## src/rtl/lpll_pkg.sv

```systemverilog
package lpll_pkg;
    localparam int LD_W_DEF       = 6;
    localparam int PP_W_DEF       = 8;
    localparam int K_W_DEF        = 3;
    localparam int FRAC_BITS_DEF  = 3;
    localparam int D_MIN_DEF      = 20;
    localparam int D_MAX_DEF      = 128;
    localparam int TOL_DEF        = 2;
    localparam int LOCK_LINES_DEF = 4;
    localparam int CNT_W_DEF      = 11;
    localparam int PX_PER_UNIT    = 12;

    typedef enum logic {
        MODE_CAPTURE = 1'b0,
        MODE_LOCK    = 1'b1
    } loop_mode_e;
endpackage

```

## src/rtl/lpll_nco.sv

```systemverilog
module lpll_nco #(
    parameter int D_W       = 8,
    parameter int FRAC_BITS = 3
) (
    input  logic           clk,
    input  logic           clr,
    input  logic [D_W-1:0] div_i,
    output logic           pix_en_o
);
    localparam int ACC_W = D_W + 1;
    localparam logic [ACC_W-1:0] STEP    = ACC_W'(1 << FRAC_BITS);
    localparam logic [ACC_W-1:0] REM_MAX = ACC_W'((1 << FRAC_BITS) - 1);

    typedef struct packed {
        logic [ACC_W-1:0] acc;
        logic             pix;
    } nco_t;

    nco_t             nco_d, nco_q;
    logic [ACC_W-1:0] sum;
    logic [ACC_W-1:0] rem;

    always_comb begin
        nco_d = nco_q;
        sum   = nco_q.acc + STEP;
        rem   = sum - {1'b0, div_i};
        if (clr) begin
            nco_d.acc = '0;
            nco_d.pix = 1'b0;
        end else if (sum >= {1'b0, div_i}) begin
            // period complete: carry the fraction, capped below one step
            nco_d.pix = 1'b1;
            nco_d.acc = (rem > REM_MAX) ? REM_MAX : rem;
        end else begin
            nco_d.pix = 1'b0;
            nco_d.acc = sum;
        end
    end

    always_ff @(posedge clk) begin
        nco_q <= nco_d;
    end

    assign pix_en_o = nco_q.pix;
endmodule

```

## src/rtl/lpll_meter.sv

```systemverilog
module lpll_meter #(
    parameter int LD_W  = 6,
    parameter int CNT_W = 11
) (
    input  logic                    clk,
    input  logic                    clr,
    input  logic                    hsync_i,
    input  logic                    pix_en_i,
    input  logic [LD_W-1:0]         line_len_i,
    output logic                    meas_vld_o,
    output logic signed [CNT_W:0]   meas_err_o
);
    import lpll_pkg::*;

    localparam int ERR_W = CNT_W + 1;
    localparam logic [CNT_W-1:0] CNT_FULL = '1;

    typedef struct packed {
        logic                    hs;
        logic [CNT_W-1:0]        cnt;
        logic                    primed;
        logic                    vld;
        logic signed [ERR_W-1:0] err;
    } meter_t;

    meter_t           mtr_d, mtr_q;
    logic             rise;
    logic [CNT_W-1:0] line_px;
    logic [CNT_W-1:0] target;

    always_comb begin
        target  = CNT_W'(PX_PER_UNIT * (2 * int'(line_len_i) + 1));
        rise    = hsync_i & ~mtr_q.hs;
        line_px = (pix_en_i && (mtr_q.cnt != CNT_FULL)) ? mtr_q.cnt + 1'b1 : mtr_q.cnt;

        mtr_d     = mtr_q;
        mtr_d.hs  = hsync_i;
        mtr_d.vld = 1'b0;
        if (clr) begin
            mtr_d.cnt    = '0;
            mtr_d.primed = 1'b0;
            mtr_d.err    = '0;
        end else if (rise) begin
            mtr_d.cnt    = '0;
            mtr_d.vld    = mtr_q.primed;
            mtr_d.err    = $signed({1'b0, line_px}) - $signed({1'b0, target});
            mtr_d.primed = 1'b1;
        end else begin
            mtr_d.cnt = line_px;
        end
    end

    always_ff @(posedge clk) begin
        mtr_q <= mtr_d;
    end

    assign meas_vld_o = mtr_q.vld;
    assign meas_err_o = mtr_q.err;
endmodule

```

## src/rtl/lpll_loop.sv

```systemverilog
module lpll_loop #(
    parameter int D_W        = 8,
    parameter int PP_W       = 8,
    parameter int K_W        = 3,
    parameter int ERR_W      = 12,
    parameter int D_MIN      = 20,
    parameter int D_MAX      = 128,
    parameter int TOL        = 2,
    parameter int LOCK_LINES = 4
) (
    input  logic                    clk,
    input  logic                    clr,
    input  logic [PP_W-1:0]         pp_i,
    input  logic                    meas_vld_i,
    input  logic signed [ERR_W-1:0] meas_err_i,
    input  logic [K_W-1:0]          lock_a_i,
    input  logic [K_W-1:0]          lock_b_i,
    input  logic [K_W-1:0]          cap_a_i,
    input  logic [K_W-1:0]          cap_b_i,
    output logic [D_W-1:0]          div_o,
    output logic                    locked_o
);
    import lpll_pkg::*;

    localparam int GOOD_W = $clog2(LOCK_LINES + 1);
    localparam int SUM_W  = ((ERR_W > D_W) ? ERR_W : D_W) + 3;
    localparam logic signed [SUM_W-1:0] LO    = SUM_W'(D_MIN);
    localparam logic signed [SUM_W-1:0] HI    = SUM_W'(D_MAX);
    localparam logic signed [ERR_W-1:0] TOL_P = ERR_W'(TOL);
    localparam logic [GOOD_W-1:0] GOOD_FULL   = GOOD_W'(LOCK_LINES);

    typedef struct packed {
        logic [D_W-1:0]          div;
        logic signed [ERR_W-1:0] eprev;
        logic [GOOD_W-1:0]       good;
        loop_mode_e              mode;
    } loop_t;

    loop_t                   lp_d, lp_q;
    logic [K_W-1:0]          sh_a, sh_b;
    logic signed [ERR_W-1:0] prop_t;
    logic signed [ERR_W:0]   diff, diff_t;
    logic signed [SUM_W-1:0] sum;
    logic                    in_tol;
    logic [GOOD_W-1:0]       good_n;

    always_comb begin
        sh_a   = (lp_q.mode == MODE_LOCK) ? lock_a_i : cap_a_i;
        sh_b   = (lp_q.mode == MODE_LOCK) ? lock_b_i : cap_b_i;
        prop_t = meas_err_i >>> sh_a;
        diff   = {meas_err_i[ERR_W-1], meas_err_i} - {lp_q.eprev[ERR_W-1], lp_q.eprev};
        diff_t = diff >>> sh_b;
        sum    = $signed({{(SUM_W-D_W){1'b0}}, lp_q.div}) + SUM_W'(prop_t) + SUM_W'(diff_t);
        in_tol = (meas_err_i <= TOL_P) && (meas_err_i >= -TOL_P);
        if (!in_tol) begin
            good_n = '0;
        end else if (lp_q.good == GOOD_FULL) begin
            good_n = lp_q.good;
        end else begin
            good_n = lp_q.good + 1'b1;
        end

        lp_d = lp_q;
        if (clr) begin
            if (int'(pp_i) < D_MIN) begin
                lp_d.div = D_W'(D_MIN);
            end else if (int'(pp_i) > D_MAX) begin
                lp_d.div = D_W'(D_MAX);
            end else begin
                lp_d.div = D_W'(pp_i);
            end
            lp_d.eprev = '0;
            lp_d.good  = '0;
            lp_d.mode  = MODE_CAPTURE;
        end else if (meas_vld_i) begin
            if (sum < LO) begin
                lp_d.div = D_W'(D_MIN);
            end else if (sum > HI) begin
                lp_d.div = D_W'(D_MAX);
            end else begin
                lp_d.div = sum[D_W-1:0];
            end
            lp_d.eprev = meas_err_i;
            lp_d.good  = good_n;
            lp_d.mode  = (good_n == GOOD_FULL) ? MODE_LOCK : MODE_CAPTURE;
        end
    end

    always_ff @(posedge clk) begin
        lp_q <= lp_d;
    end

    assign div_o    = lp_q.div;
    assign locked_o = (lp_q.mode == MODE_LOCK);
endmodule

```

## src/rtl/line_lock_pll.sv

```systemverilog
module line_lock_pll #(
    parameter int LD_W       = lpll_pkg::LD_W_DEF,
    parameter int PP_W       = lpll_pkg::PP_W_DEF,
    parameter int K_W        = lpll_pkg::K_W_DEF,
    parameter int FRAC_BITS  = lpll_pkg::FRAC_BITS_DEF,
    parameter int D_MIN      = lpll_pkg::D_MIN_DEF,
    parameter int D_MAX      = lpll_pkg::D_MAX_DEF,
    parameter int LOCK_TOL   = lpll_pkg::TOL_DEF,
    parameter int LOCK_LINES = lpll_pkg::LOCK_LINES_DEF,
    parameter int CNT_W      = lpll_pkg::CNT_W_DEF
) (
    input  logic                          clk,
    input  logic                          rst,
    input  logic                          hsync,
    input  logic [LD_W-1:0]               line_len,
    input  logic [PP_W-1:0]               pp_val,
    input  logic                          pp_wr,
    input  logic [K_W-1:0]                lock_a,
    input  logic [K_W-1:0]                lock_b,
    input  logic [K_W-1:0]                cap_a,
    input  logic [K_W-1:0]                cap_b,
    output logic                          pix_en,
    output logic                          locked,
    output logic [$clog2(D_MAX+1)-1:0]    div
);
    localparam int D_W   = $clog2(D_MAX + 1);
    localparam int ERR_W = CNT_W + 1;

    logic                    clr;
    logic                    meas_vld;
    logic signed [ERR_W-1:0] meas_err;

    assign clr = rst | pp_wr;

    lpll_nco #(
        .D_W       (D_W),
        .FRAC_BITS (FRAC_BITS)
    ) u_nco (
        .clk      (clk),
        .clr      (clr),
        .div_i    (div),
        .pix_en_o (pix_en)
    );

    lpll_meter #(
        .LD_W  (LD_W),
        .CNT_W (CNT_W)
    ) u_meter (
        .clk        (clk),
        .clr        (clr),
        .hsync_i    (hsync),
        .pix_en_i   (pix_en),
        .line_len_i (line_len),
        .meas_vld_o (meas_vld),
        .meas_err_o (meas_err)
    );

    lpll_loop #(
        .D_W        (D_W),
        .PP_W       (PP_W),
        .K_W        (K_W),
        .ERR_W      (ERR_W),
        .D_MIN      (D_MIN),
        .D_MAX      (D_MAX),
        .TOL        (LOCK_TOL),
        .LOCK_LINES (LOCK_LINES)
    ) u_loop (
        .clk        (clk),
        .clr        (clr),
        .pp_i       (pp_val),
        .meas_vld_i (meas_vld),
        .meas_err_i (meas_err),
        .lock_a_i   (lock_a),
        .lock_b_i   (lock_b),
        .cap_a_i    (cap_a),
        .cap_b_i    (cap_b),
        .div_o      (div),
        .locked_o   (locked)
    );
endmodule

```

## config.mk

```make
export PLATFORM = sky130hd
export DESIGN_NAME = line_lock_pll
export DESIGN_NICKNAME = d
export VERILOG_FILES = /design/src/rtl/lpll_pkg.sv /design/src/rtl/lpll_nco.sv /design/src/rtl/lpll_meter.sv /design/src/rtl/lpll_loop.sv /design/src/rtl/line_lock_pll.sv
export SDC_FILE = /design/constraint.sdc
export NUM_CORES = 1
export LEC_CHECK = 0
export ABC_CLOCK_PERIOD_IN_PS = 9150
export BUFFER_PORTS_ARGS = -buffer_cell sky130_fd_sc_hd__clkbuf_2
export CORE_MARGIN = 4
export CORE_UTILIZATION = 65
export CTS_CLUSTER_DIAMETER = 200
export DETAILED_ROUTE_END_ITERATION = 8
export GPL_TIMING_DRIVEN = 0
export PLACE_DENSITY = 0.85
export SETUP_SLACK_MARGIN = 0.4
export SYNTH_ARGS = -nofsm -noshare
export SYNTH_HDL_FRONTEND = slang
export SYNTH_SLANG_ARGS = --single-unit
```

## constraint.sdc

```tcl
create_clock -name clk -period 9.15 [get_ports clk]
set_clock_uncertainty 0.2 [all_clocks]
set_input_delay 0.4575 -clock clk [delete_from_list [all_inputs] [get_ports clk]]
set_output_delay 0.4575 -clock clk [all_outputs]
set_load 0.01 [all_outputs]
```

==> flow_metrics.env <==
export IMPL_first_global_vias=5621
export IMPL_slew_violations=0
export IMPL_hold_depth=1
export IMPL_placed_area_um2=6450
export IMPL_critPathMaxFanout=5
export IMPL_wl_met1_um=6290
export IMPL_whs_endpoint="u_meter.mtr_q[25]"
export IMPL_grt_usage_pct=27.4
export IMPL_hold_path_class="in -> reg"
export IMPL_synthToLayoutAreaGrowth_pct=8.70
export IMPL_critPathLaunchType="flip-flop"
export IMPL_drive_above_1_share_pct=13.2
export IMPL_slowest_delay_ns=0.48
export IMPL_final_util_pct=72.3
export IMPL_r2r_setup_slack_ns=2.84
export IMPL_io_buffers=39
export IMPL_cts_htree_levels=3
export IMPL_cp_arrival_ns=6.21
export IMPL_finalSetupViolations=0
export IMPL_met2_wirelength_um=7260
export IMPL_avgRoutedWirePerCell_um=16.5
export IMPL_path_clk_slew_ns=0.07
export IMPL_grt_overflow=0
export IMPL_crit_cells=23
export IMPL_r2r_cells=23
export IMPL_clk_path_buf_depth=2
export IMPL_grt_max_degree=13
export IMPL_cts_tree="yes"
export IMPL_path_cells="inv_1 > ha_1 > inv_1 > fa_1 > a211oi_1 > o21ai_0 > a31oi_1 > xnor2_1 > a211oi_1 > a31oi_1 > o21ai_0 > fa_1 > inv_1 > ha_1 > inv_1 > fa_1 > nand2b_1 > a21oi_1 > o311a_1 > o22ai_1 > a2111oi_4 > nand3b_1 > a32o_1"
export IMPL_crit_top_cell="inv_1"
export IMPL_postCtsSetupRepairBufs=0
export IMPL_r2r_start="u_meter.meas_err_o[0]"
export IMPL_antenna_found_initial=0
export IMPL_drt_wl_total_um=14800
export IMPL_initial_utilization_pct=66.5
export IMPL_outcome="finished, final reports clean"
export IMPL_hold_start="hsync"
export IMPL_netlist_instances=733
export IMPL_dieHeight_um=105
export IMPL_netlist_area_um2=6110
export IMPL_fin_cells=899
export IMPL_ir_worst_vdd_v=0.000138
export IMPL_core_um2=9200
export IMPL_power_density_nw_per_um2=136
export IMPL_ys_warn_count=0
export IMPL_rsz0062_at_grt="false"
export IMPL_synthFlopType="dfxtp_1"
export IMPL_post_route_min_period_ns=6.31
export IMPL_synth_area_per_cell_um2=8.34
export IMPL_met3_length_um=916
export IMPL_clk_insertion_delay_late_ns=0.34
export IMPL_total_leakage_power_nw=2.89
export IMPL_grt_first_pass_wirelength_um=25200
export IMPL_final_hold_violation_count=0
export IMPL_drv_cap=0
export IMPL_top_layer="met4"
export IMPL_root_buffer="clkbuf_8"
export IMPL_ys_seq_area_share_pct=21.0
export IMPL_fillerInstances=704
export IMPL_die_w_um=105
export IMPL_diodes=0
export IMPL_hpwl_um=11700
export IMPL_final_nets=886
export IMPL_crit_type="reg -> reg"
export IMPL_ys_ff_latch=60
export IMPL_post_cts_resized=0
export IMPL_syn_nets=836
export IMPL_worstMarginPinSlew_ns=0.803
export IMPL_synth_async_reset_ratio_pct=0
export IMPL_worstSetupEndpointType="flip-flop"
export IMPL_dr_pass1_iters=6
export IMPL_clock_sinks=60
export IMPL_fin_crit_sh_pct=69.0
export IMPL_cp_required_ns=9.05
export IMPL_cts_buffers_inserted=9
export IMPL_tns_ns=0
export IMPL_fin_area_um2=6650
export IMPL_vias_per_cell=6.32
export IMPL_synth_edf_count=8
export IMPL_synth_distinct_cells=70
export IMPL_ios=40
export IMPL_ant_nets=0
export IMPL_drtIter0Drc=462
export IMPL_dpl_cell_count=883
export IMPL_fmax_ghz=0.158
export IMPL_crit_buf_inv=4
export IMPL_row_count=35
export IMPL_r2r_end="u_loop.div_o[7]"
export IMPL_ctsHoldBuffers=0
export IMPL_critPathSlowestCell="a2111oi_4"
export IMPL_cpLargestDelayFamily="compound AO/OA/AOI/OAI gates"
export IMPL_gp_congestion=0.906
export IMPL_via_count=5686
export IMPL_slew_headroom_pct=44.9
export IMPL_drc_errors=0
export IMPL_fp_dieArea_um2=11000
==> cell usage after synthesis (all sizes together), types with 13 or more instances <==
cell type,instances,area [µm²]
xor2,15,131
nor2,54,203
xnor2,19,166
nand3,24,120
ha,60,751
clkbuf,14,53.8
dfxtp,52,1040
buf,18,123
mux2i,44,444
nand2,54,203
o21ai,42,210
a21oi,42,210
inv,66,248
fa,13,260
==> where the power goes <==
part / switching [mW] / internal [mW]
Sequential: 0.00972 / 0.274
Combinational: 0.223 / 0.160
Clock: 0.113 / 0.127
==> sequential cells by signal, indices dropped and copies added (netlist names) <==
register            cells
u_loop.lp_q            15
u_meter.mtr_q          13
u_meter.meas_err_o     12
u_nco.nco_q             9
u_loop.div_o            8
u_loop.locked_o         1
u_meter.meas_vld_o      1
u_nco.pix_en_o          1
==> placed cells by master (no fill, tap or decap), types with 4 or more instances in the layout <==
cell type	n
clkbuf_1	13
nand3b_1	5
and2_1	12
mux4_2	6
xnor2_1	19
nand3_1	24
nand4_1	9
nand2_1	54
a21oi_1	42
dfxtp_1	52
a31oi_1	6
o21ai_0	42
fa_1	13
nor2b_1	9
a221oi_1	6
a211oi_1	10
mux2i_1	43
o211ai_1	12
nor2_1	54
a21o_1	12
o31ai_1	8
xor2_1	15
nor3_1	12
and3_1	12
inv_1	66
clkbuf_2	40
mux2_2	10
buf_2	5
or3_1	6
o21a_1	10
buf_4	9
a21boi_0	4
clkbuf_8	9
ha_1	60
edfxtp_1	8
nand2b_1	11
==> cell type report <==
type,count,area [µm²],share of cell area [%]
buffer,32,176,2.65
clock buffer,9,124,1.86
clock inverter,7,73.8,1.11
inverter,66,248,3.73
multi-input combinational,575,4410,66.3
sequential,60,1280,19.3
tap,111,139,2.09
timing repair buffer,39,195,2.94
==> kinds of logic after synthesis <==
| group | share of synthesized area, % |
|---|---|
| adder cells (fa/ha/maj) | 16.5 |
| flip-flops | 21.0 |
| multiplexers | 11.3 |
| buffers and inverters | 6.94 |
| AO/OA/AOI/OAI | 21.2 |
| other | 0.0613 |
| XOR/XNOR | 4.87 |
| AND/OR/NAND/NOR | 18.1 |
==> layer usage <==
metal  up-vias  track usage, %
met5         -               0
met4         0            10.4
met3        40            4.32
met2       221            47.2
met1      2684            34.4
li1       2741               -
==> worst max-delay path by stage <==
stage                     startpoint               to  slack (ns)
4_1_cts        u_meter.meas_err_o[0]  u_loop.div_o[7]        2.93
3_5_place_dp   u_meter.meas_err_o[0]  u_loop.div_o[7]        2.96
5_1_grt        u_meter.meas_err_o[0]  u_loop.div_o[5]        2.46
3_3_place_gp   u_meter.meas_err_o[0]  u_loop.div_o[7]        3.06
2_1_floorplan  u_meter.meas_err_o[0]  u_loop.div_o[7]        3.81
6_report       u_meter.meas_err_o[0]  u_loop.div_o[7]        2.84
==> through the flow <==
stage                     total power, mW  worst slack (ns)  hold WS (ns)
after detailed placement            0.662              2.96         0.272
after global routing                0.965              2.46        0.0282
after CTS                           0.902              2.93        0.0314
after global placement              0.646              3.06         0.241
after floorplan                     0.578              3.81         0.232
final                               0.907              2.84        0.0357
==> worst reg2reg max path, stage by stage, from the launching register on <==
cell and delay (ns):
dfxtp_1 0.38, inv_1 0.08, ha_1 0.17, inv_1 0.06, fa_1 0.42, a211oi_1 0.46
o21ai_0 0.18, a31oi_1 0.22, xnor2_1 0.16, a211oi_1 0.26, a31oi_1 0.10, o21ai_0 0.34
fa_1 0.47, inv_1 0.07, ha_1 0.16, inv_1 0.05, fa_1 0.44, nand2b_1 0.20
a21oi_1 0.28, o311a_1 0.25, o22ai_1 0.16, a2111oi_4 0.48, nand3b_1 0.20, a32o_1 0.29
Power figures use the tool's default switching activity.
